**src/rtl/fl_pwm_pkg.sv**
```systemverilog
package fl_pwm_pkg;

  localparam int QW_PTS    = 19;
  localparam int QW_LAST   = QW_PTS - 1;
  localparam int SIN_SCALE = 10000;

  // sin(5*k degrees) * 10000, rounded, k = 0..18
  localparam int SINE_E4 [QW_PTS] = '{
    0, 872, 1736, 2588, 3420, 4226, 5000, 5736, 6428, 7071,
    7660, 8192, 8660, 9063, 9397, 9659, 9848, 9962, 10000
  };

  typedef enum logic {
    HALF_POS = 1'b0,
    HALF_NEG = 1'b1
  } half_e;

  function automatic int quarter_amp(input int idx, input int fs);
    return (SINE_E4[idx] * fs + SIN_SCALE / 2) / SIN_SCALE;
  endfunction

endpackage

```
**src/rtl/fl_carrier.sv**
```systemverilog
module fl_carrier #(
  parameter int CAR_W = 8
) (
  input  logic             clk,
  input  logic             rst,
  output logic [CAR_W-1:0] cnt,
  output logic             step
);
  localparam logic [CAR_W-1:0] MAXC = {CAR_W{1'b1}};

  logic             up;
  logic [CAR_W-1:0] nxt;

  always_comb begin
    nxt  = up ? cnt + 1'b1 : cnt - 1'b1;
    step = (nxt == MAXC) || (nxt == '0);
  end

  always_ff @(posedge clk) begin
    if (rst) begin
      cnt <= '0;
      up  <= 1'b1;
    end else begin
      cnt <= nxt;
      if (nxt == MAXC)     up <= 1'b0;
      else if (nxt == '0)  up <= 1'b1;
    end
  end

  AST_CAR_SLOPE: assert property (@(posedge clk) disable iff (rst)
    !$past(rst) |-> (cnt == $past(cnt) + 1'b1 || cnt == $past(cnt) - 1'b1));

  AST_CAR_TURN_TOP: assert property (@(posedge clk) disable iff (rst)
    (cnt == MAXC) |=> (cnt == MAXC - 1'b1));

  AST_CAR_TURN_BOT: assert property (@(posedge clk) disable iff (rst)
    (!$past(rst) && cnt == '0) |=> (cnt == 1));

endmodule

```
**src/rtl/fl_ref_seq.sv**
```systemverilog
module fl_ref_seq
  import fl_pwm_pkg::*;
#(
  parameter int CAR_W = 8,
  parameter int MOD_W = 8
) (
  input  logic             clk,
  input  logic             rst,
  input  logic             step,
  input  logic [CAR_W-1:0] cnt,
  input  logic [MOD_W-1:0] mod_amp,
  output logic [CAR_W:0]   ref_o,
  output logic [CAR_W-1:0] cnt_o,
  output half_e            half_o
);
  localparam int MAXC  = (1 << CAR_W) - 1;
  localparam int FS    = 2 * MAXC;
  localparam int REF_W = CAR_W + 1;
  localparam int PTR_W = $clog2(QW_PTS);
  localparam int PRD_W = REF_W + MOD_W;
  localparam logic [PTR_W-1:0] PTR_TOP = PTR_W'(QW_LAST);

  logic [PTR_W-1:0] ptr;
  logic             p_up;
  half_e            half;

  // quarter-wave ROM, constant contents, registered read
  logic [REF_W-1:0] rom [QW_PTS];
  for (genvar i = 0; i < QW_PTS; i++) begin : g_rom
    assign rom[i] = REF_W'(quarter_amp(i, FS));
  end

  always_ff @(posedge clk) begin
    if (rst) begin
      ptr  <= '0;
      p_up <= 1'b1;
      half <= HALF_POS;
    end else if (step) begin
      if (p_up) begin
        if (ptr == PTR_TOP) begin
          ptr  <= ptr - 1'b1;
          p_up <= 1'b0;
        end else begin
          ptr <= ptr + 1'b1;
        end
      end else begin
        if (ptr == 1) begin
          ptr  <= '0;
          p_up <= 1'b1;
          half <= (half == HALF_POS) ? HALF_NEG : HALF_POS;
        end else begin
          ptr <= ptr - 1'b1;
        end
      end
    end
  end

  // stage 1: table read
  logic [REF_W-1:0] amp_q;
  logic [CAR_W-1:0] cnt_d1;
  half_e            half_d1;
  always_ff @(posedge clk) begin
    if (rst) begin
      amp_q   <= '0;
      cnt_d1  <= '0;
      half_d1 <= HALF_POS;
    end else begin
      amp_q   <= rom[ptr];
      cnt_d1  <= cnt;
      half_d1 <= half;
    end
  end

  // stage 2: amplitude scaling
  logic [PRD_W-1:0] prod;
  assign prod = PRD_W'(amp_q) * PRD_W'(mod_amp);

  always_ff @(posedge clk) begin
    if (rst) begin
      ref_o  <= '0;
      cnt_o  <= '0;
      half_o <= HALF_POS;
    end else begin
      ref_o  <= prod[MOD_W +: REF_W];
      cnt_o  <= cnt_d1;
      half_o <= half_d1;
    end
  end

  AST_PTR_BOUND: assert property (@(posedge clk) disable iff (rst)
    ptr <= PTR_TOP);

  AST_PTR_MOVES: assert property (@(posedge clk) disable iff (rst)
    step |=> !$stable(ptr));

  AST_HALF_AT_ZERO: assert property (@(posedge clk) disable iff (rst)
    !$stable(half) |-> (ptr == '0));

  AST_REF_RANGE: assert property (@(posedge clk) disable iff (rst)
    ref_o <= REF_W'(FS));

endmodule

```
**src/rtl/fl_gate_map.sv**
```systemverilog
module fl_gate_map
  import fl_pwm_pkg::*;
#(
  parameter int CAR_W = 8
) (
  input  logic             clk,
  input  logic             rst,
  input  logic [CAR_W:0]   ref_i,
  input  logic [CAR_W-1:0] cnt_i,
  input  half_e            half_i,
  output logic             la_up,
  output logic             la_up_n,
  output logic             la_in,
  output logic             la_in_n,
  output logic             lb_hi,
  output logic             lb_hi_n
);
  localparam int REF_W = CAR_W + 1;
  localparam logic [REF_W-1:0] MAXC = REF_W'((1 << CAR_W) - 1);

  logic [REF_W-1:0] car_lo, car_hi;
  logic             above_lo, above_hi;
  logic             up_d, in_d, neg_d;

  always_comb begin
    car_lo   = REF_W'(cnt_i);
    car_hi   = car_lo + MAXC;
    above_lo = ref_i > car_lo;
    above_hi = ref_i > car_hi;
    neg_d    = (half_i == HALF_NEG);
    if (neg_d) begin
      up_d = !above_hi;
      in_d = !above_lo;
    end else begin
      up_d = above_lo;
      in_d = above_hi;
    end
  end

  always_ff @(posedge clk) begin
    if (rst) begin
      la_up   <= 1'b0;
      la_up_n <= 1'b1;
      la_in   <= 1'b0;
      la_in_n <= 1'b1;
      lb_hi   <= 1'b0;
      lb_hi_n <= 1'b1;
    end else begin
      la_up   <= up_d;
      la_up_n <= !up_d;
      la_in   <= in_d;
      la_in_n <= !in_d;
      lb_hi   <= neg_d;
      lb_hi_n <= !neg_d;
    end
  end

  AST_PAIR_OPPOSITE: assert property (@(posedge clk) disable iff (rst)
    (la_up != la_up_n) && (la_in != la_in_n) && (lb_hi != lb_hi_n));

  AST_INNER_NEEDS_OUTER: assert property (@(posedge clk) disable iff (rst)
    la_in |-> la_up);

  AST_RESET_ZERO: assert property (@(posedge clk)
    $past(rst) |-> (!la_up && !la_in && !lb_hi));

endmodule

```
**src/rtl/fivelevel_pwm_gen.sv**
```systemverilog
module fivelevel_pwm_gen
  import fl_pwm_pkg::*;
#(
  parameter int CAR_W = 8,
  parameter int MOD_W = 8
) (
  input  logic             clk,
  input  logic             rst,
  input  logic [MOD_W-1:0] mod_amp,
  output logic             la_up,
  output logic             la_up_n,
  output logic             la_in,
  output logic             la_in_n,
  output logic             lb_hi,
  output logic             lb_hi_n
);
  logic [CAR_W-1:0] cnt, cnt_q;
  logic             step;
  logic [CAR_W:0]   ref_q;
  half_e            half_q;

  fl_carrier #(.CAR_W(CAR_W)) u_car (
    .clk  (clk),
    .rst  (rst),
    .cnt  (cnt),
    .step (step)
  );

  fl_ref_seq #(.CAR_W(CAR_W), .MOD_W(MOD_W)) u_ref (
    .clk     (clk),
    .rst     (rst),
    .step    (step),
    .cnt     (cnt),
    .mod_amp (mod_amp),
    .ref_o   (ref_q),
    .cnt_o   (cnt_q),
    .half_o  (half_q)
  );

  fl_gate_map #(.CAR_W(CAR_W)) u_map (
    .clk     (clk),
    .rst     (rst),
    .ref_i   (ref_q),
    .cnt_i   (cnt_q),
    .half_i  (half_q),
    .la_up   (la_up),
    .la_up_n (la_up_n),
    .la_in   (la_in),
    .la_in_n (la_in_n),
    .lb_hi   (lb_hi),
    .lb_hi_n (lb_hi_n)
  );

endmodule

```
**config.mk**
```make
export PLATFORM = sky130hd
export DESIGN_NAME = fivelevel_pwm_gen
export DESIGN_NICKNAME = d
export VERILOG_FILES = /design/src/rtl/fl_pwm_pkg.sv /design/src/rtl/fl_carrier.sv /design/src/rtl/fl_ref_seq.sv /design/src/rtl/fl_gate_map.sv /design/src/rtl/fivelevel_pwm_gen.sv
export SDC_FILE = /design/constraint.sdc
export NUM_CORES = 1
export LEC_CHECK = 0
export ABC_AREA = 1
export BUFFER_PORTS_ARGS = -buffer_cell sky130_fd_sc_hd__buf_4
export CAP_MARGIN = 20
export CORE_MARGIN = 2
export CORE_UTILIZATION = 35
export DETAILED_ROUTE_END_ITERATION = 7
export SLEW_MARGIN = 20
export SYNTH_ARGS = -nofsm -noshare
export SYNTH_HDL_FRONTEND = slang
export SYNTH_SLANG_ARGS = --single-unit
```
**constraint.sdc**
```tcl
create_clock -name clk -period 4.1 [get_ports clk]
set_clock_uncertainty 0.05 [all_clocks]
set_input_delay 0.41 -clock clk [delete_from_list [all_inputs] [get_ports clk]]
set_output_delay 0.41 -clock clk [all_outputs]
set_load 0.03 [all_outputs]
```
* After elaboration in Yosys (flattened, before gate mapping)
Memories as Yosys holds them, arrays and structs flattened. A register that Yosys moved wholly into a read port is not among the register bits.
Cells that the tools add are included.
** Word-level totals
- Bits in registers :: 49
- Bits in read-only memories :: 288
- Input bits :: 10
- Output and inout port bits :: 6
- Word-level logic and storage cells :: 51
- Memories :: 1
** Operators by class
- Add/sub/neg operators :: 5
- $mul :: 1
- Order comparisons :: 2
- Equality and inequality tests :: 3
- Mux-type cells :: 12
- Bitwise operators :: 2
- Reduce and logical (&&, ||, !) cells :: 9
** Memory list
- (name not given) :: words 32, bits a word 9, rd ports 1, clocked after Yosys merged registers in 1, write ports 0, RTL line fl_ref_seq.sv:68 : amp_q <= rom[ptr];
** Operators with widths (count)
- 9-bit by 8-bit multiplier with 17-bit output :: 1
- 5-bit 2-to-1 mux :: 3
- 8-bit by 8-bit adder with 9-bit output (second input constant) :: 1
- 9-bit by 8-bit > comparator with 1-bit output :: 1
- 9-bit > comparator :: 1
- 8-bit by 1-bit adder with 8-bit output (second input constant) :: 1
- 8-bit == test (second input constant) :: 1
- 8-bit logical NOT :: 1
- 1-bit 2-to-1 mux :: 8
- 8-bit 2-to-1 mux :: 1
- 8-bit by 1-bit subtractor with 8-bit output (second input constant) :: 1
- 5-bit inverter with 6-bit output :: 1
- 5-bit by 1-bit adder with 5-bit output (second input constant) :: 1
- 5-bit by 1-bit == test with 1-bit output (second input constant) :: 1
- 5-bit == test (second input constant) :: 1
- 1-bit logical NOT :: 5
- 5-bit by 1-bit subtractor with 5-bit output (second input constant) :: 1
- 3-bit AND reduction :: 1
- 2-bit nonzero test :: 1
- 1-bit logical OR :: 1
- 1-bit inverter :: 1

* Longest topological paths before layout
- Depth after elaboration :: 5
- Gate-level depth with buffers :: 20
- Depth with buffers taken out :: 19

* Hierarchy
Synthesis repeated with hierarchy kept, for this count alone.
** Unflattened totals
- Cells, all modules :: 785
- Area total of the unflattened synthesis :: 5627.9 um^2
** By module, submodules not included
- fl_ref_seq :: instances 1, cells an instance 562, area an instance 4081.4 um^2, sequential area each 860.8 um^2
- fl_gate_map :: instances 1, cells an instance 114, area an instance 803.3 um^2, sequential area each 120.1 um^2
- fl_carrier :: instances 1, cells an instance 109, area an instance 743.2 um^2, sequential area each 180.2 um^2

* Worst setup path before layout
OpenSTA, ideal clock, no wires.
- Kind :: input-to-reg
- Start point :: input port mod_amp[4]
- End point :: register u_ref.ref_o[5]
- Setup time :: 0.115 ns
- Data arrival time :: 3.849 ns
- Required time :: 3.935 ns
- Slack :: 0.086 ns
- Stages :: 16
- Path buffers :: 1
- Cell sequence :: clkbuf_1 -> nand2_1 -> fa_1 -> inv_1 -> fa_1 -> fa_1 -> inv_1 -> fa_1 -> inv_1 -> ha_1 -> a21oi_1 -> o21ai_0 -> a21oi_1 -> nand3_1 -> nand2_1 -> nor2_1
** On the way
- Word-level cells in the longest chain between the ends :: 1
** RTL lines
- start, declared :: RTL line fivelevel_pwm_gen.sv:9 : input logic [MOD_W-1:0] mod_amp,
- 9-bit by 8-bit multiplier with 17-bit output :: RTL line fl_ref_seq.sv:76 : assign prod = PRD_W'(amp_q) * PRD_W'(mod_amp);
- end signal, assigned :: RTL line fl_ref_seq.sv:84 : ref_o <= prod[MOD_W +: REF_W];
- end, declared :: RTL line fl_ref_seq.sv:12 : output logic [CAR_W:0] ref_o,
Every way passes these cells.
A chain may end at the register's enable or synchronous reset.

* Worst setup path in the final report
- Start point :: register u_ref.amp_q[2]
- End point :: register u_ref.ref_o[4]
** On the way
- Word-level cells in the longest chain between the ends :: 1
** RTL lines
- start, declared :: RTL line fl_ref_seq.sv:59 : logic [REF_W-1:0] amp_q;
- 9-bit by 8-bit multiplier with 17-bit output :: RTL line fl_ref_seq.sv:76
Every way passes these cells.

==> results.md <==
* # H-tree levels at 3
* Inserted Clock Buffers at 9
* R2R Setup Slk at 0.22 ns
* Via count at 4,514
* Clk root buf: clkbuf_16
* DP HPWL at 9149 µm
* Ant diodes at 0
* Die ar. at 16,680 µm²
* Maximum fanout along the worst path at 5
* Clock power frac at 38.6%
* Max Fclk at 257.6 MHz
* Top-count cell post-synth: inv_1
* Yosys reg bits at 58
* Net Sw Frac at 32.36%
* Largest net degree at the start of global routing at 38
* Yosys warnings at 0
* Critical path class: flop to flop
* Routed len/inst at 11.08 µm
* Pleak at 3.462 nW
* Initial core utilization at 35.93%
* Pre-CTS WS at -0.01914 ns
* Die height at 129.2 µm
* Drt first-iter violations at 198
* Maximum vdd ir drop at 0.2294 mV
* Final Core Density at 40.83%
* Hold Path Class: flop to flop
* Core footprint at 15,260 µm²
* Post-Synthesis Cells at 772
* Max-cap violations at 0
* Net count, final at 908
* R2r worst-path depth at 18
* Post-synthesis cell area at 5483 µm²
* Worst r2r src: u_ref.amp_q[2]$_SDFF_PP0_
* Final setup fails at 0
* Startpoint types: flop
* Synth cell count leaders: inv_1 (177), nand2_1 (159), nor2_1 (78)
* Cell Int Power at 1.211 mW
* Share of cells above drive strength 1 at 9.446%
* Layout overhead on the synthesized area at 13.62%
* Avg Inst Size Synth at 7.102 µm²
* CP endpoint kind: flop
* Min-delay src: u_ref.cnt_d1[4]$_SDFF_PP0_
* Global-route wire length before repair at 20,000 µm
* Vias in the first global route at 4,556
* Final Cycle Share at 94.70%
* Relative slew slack at 65.54%
* Initial antenna violation count at 0
* Final hold violations at 0
* Reg-to-reg endpoint: u_ref.ref_o[4]$_SDFF_PP0_
* Worst Tran Pin Value at 0.5137 ns
* DRC Markers at 0
* Status: finished clean
* Row count at 45
* Routed wire length at 11,130 µm
* Buffers on Ports at 15
* I/O pins at 16
* Clock buffer depth at 2
* Grt total ovfl at 0
* Pins over their slew limit at 0
* Critical path arrival at 4.10 ns
* Post-synth EDFFs at 0
* Hold Crit Depth at 2
* Top cell type's share of synthesized area at 21.18%
* PD cells at 287.4 nW/µm²
* Final TNS setup at 0 ns
* Total GRT Usage at 14.67%
* CP Data Required Time at 4.32 ns
* WHS Endpoint: u_ref.cnt_o[4]$_SDFF_PP0_
* Setup WS post-layout at 0.2174 ns
* Post-synthesis sequential area ratio at 21.18%
* Primary FF master, synth: dfxtp_1
* Fin crit period at 3.883 ns
* Netlist cell types at 42
* Via density at 4.492
* Drt pass-1 iters at 4
* NetSw at 0.5794 mW
* Die width at 129.2 µm
* GP Congestion at 0.8322
* Post-synth ARST share at 0%
* Routed Antenna Nets at 0
* Skew-Pair Late Insertion Delay at 0.33 ns
* Placed Area at 5862 µm²
* Met2 wire len at 5248 µm
* Clock Pin Slew Worst Setup and Hold Paths at 0.06 ns
* Top layer in use: met4
* Design area at 6230 µm²
* Flop pwr share at 35.2%
* Post-Syn Nets at 891
* Synth top area cells: dfxtp_1 (21%), fa_1 (15%), ha_1 (15%), inv_1 (12%), nand2_1 (11%)
* CTS tree: built
* Cell taking the most area after synthesis: dfxtp_1
* RSZ-0062 raised after global routing: no
* Clock Sink Count at 58
* WL met3 at 225 µm
* Wl on met1 at 5533 µm
* Logic pwr share at 26.3%
## power groups by stage
stage	clock, mW	combinational (mW)	sequential (mW)
2_1_floorplan	0	0.330	0.637
3_3_place_gp	0	0.452	0.641
3_5_place_dp	0	0.456	0.641
4_1_cts	0.710	0.460	0.629
5_1_grt	0.734	0.547	0.634
6_report	0.691	0.470	0.629
## cell type report
type | count | area [µm²]
multi-input combinational | 511 | 3618
fill | 1615 | 9029
tap | 211 | 264.0
sequential | 58 | 1174
clock inverter | 6 | 41.29
clock buffer | 10 | 239.0
inverter | 180 | 675.6
timing repair buffer | 29 | 217.7
## cells in the final DEF, fill, tap and decap left out, drive strengths merged, types with 3 or more instances in the layout
| cell type | Yosys | routed |
|---|---|---|
| inv | 178 | 179 |
| a211oi | 3 | 3 |
| a21o | 4 | 4 |
| nand2 | 164 | 164 |
| fa | 42 | 42 |
| xnor2 | 4 | 4 |
| dfxtp | 58 | 58 |
| nand3 | 41 | 41 |
| clkinv | 2 | 4 |
| ha | 67 | 67 |
| clkinvlp | 0 | 3 |
| nand4 | 4 | 4 |
| clkbuf | 17 | 10 |
| o31ai | 3 | 3 |
| buf | 6 | 29 |
| o21ai | 21 | 21 |
| xor2 | 10 | 10 |
| a21oi | 45 | 45 |
| nor2 | 80 | 80 |
| nor3 | 6 | 6 |
## worst max-delay path: stages, from the launching register on
cell and delay [ns]:
dfxtp_2 0.34, buf_4 0.16, nand2_1 0.06, inv_1 0.05, fa_1 0.42, fa_1 0.54, inv_1 0.05, fa_1 0.47
inv_1 0.06, fa_1 0.48, ha_1 0.34, nand2_1 0.09, inv_2 0.05, a21oi_2 0.17, o21ai_4 0.10, a21o_1 0.20
nand2_1 0.06, nand2_1 0.04, nor2_1 0.08
## through the flow
stage	total power [mW]	hold slack, ns	std cells
6_report	1.790	0.3426	1005
5_1_grt	1.914	0.3775	1005
4_1_cts	1.799	0.3447	1004
3_5_place_dp	1.097	0.3447	988
3_3_place_gp	1.093	0.3399	988
2_1_floorplan	0.9673	0.3383	772
## how the worst max path moves through the flow
stage | from | slack (ns) | endpoint | cells after the start
detailed placement | mod_amp[7] | -0.02 | u_ref.ref_o[5]$_SDFF_PP0_ | 16
floorplan | mod_amp[4] | 0.09 | u_ref.ref_o[5]$_SDFF_PP0_ | 16
global route | u_ref.amp_q[2]$_SDFF_PP0_ | 0.003 | u_ref.ref_o[5]$_SDFF_PP0_ | 16
CTS | u_ref.amp_q[4]$_SDFF_PP0_ | 0.05 | u_ref.ref_o[5]$_SDFF_PP0_ | 15
finish | u_ref.amp_q[2]$_SDFF_PP0_ | 0.22 | u_ref.ref_o[4]$_SDFF_PP0_ | 18
global placement | mod_amp[7] | 0.02 | u_ref.ref_o[5]$_SDFF_PP0_ | 16
## cell families after synthesis
kind of cell    Yosys count  synth area share (%)
compound gates           86                 8.946
simple gates            302                 22.96
flops                    58                 21.18
fa+ha+maj               109                 30.63
xor+xnor                 14                 2.236
buf+inv                 203                 14.06
## what timing repair did
item | in CTS | in global routing
resized for setup | 0 | 22
endpoints found under the setup margin | 0 | 9
setup buffers | 0 | 1
hold buffers | 0 | 0
hold endpoints to repair | 0 | 0
## flip-flops by register name, indices dropped and copies added, names as in the netlist, 5 cells and up
signal and flops:
u_ref.ptr 5, u_ref.cnt_o 8, u_car.cnt 8, u_ref.ref_o 9, u_ref.amp_q 9, u_ref.cnt_d1 8
## metal layers
metal / vias to the layer above / GRT usage, %
met1: 2071 / 19.32
met5: - / 0
met2: 46 / 25.57
met3: 10 / 1.652
met4: 0 / 3.900
li1: 2387 / -
(Power assumes the default switching activity.)
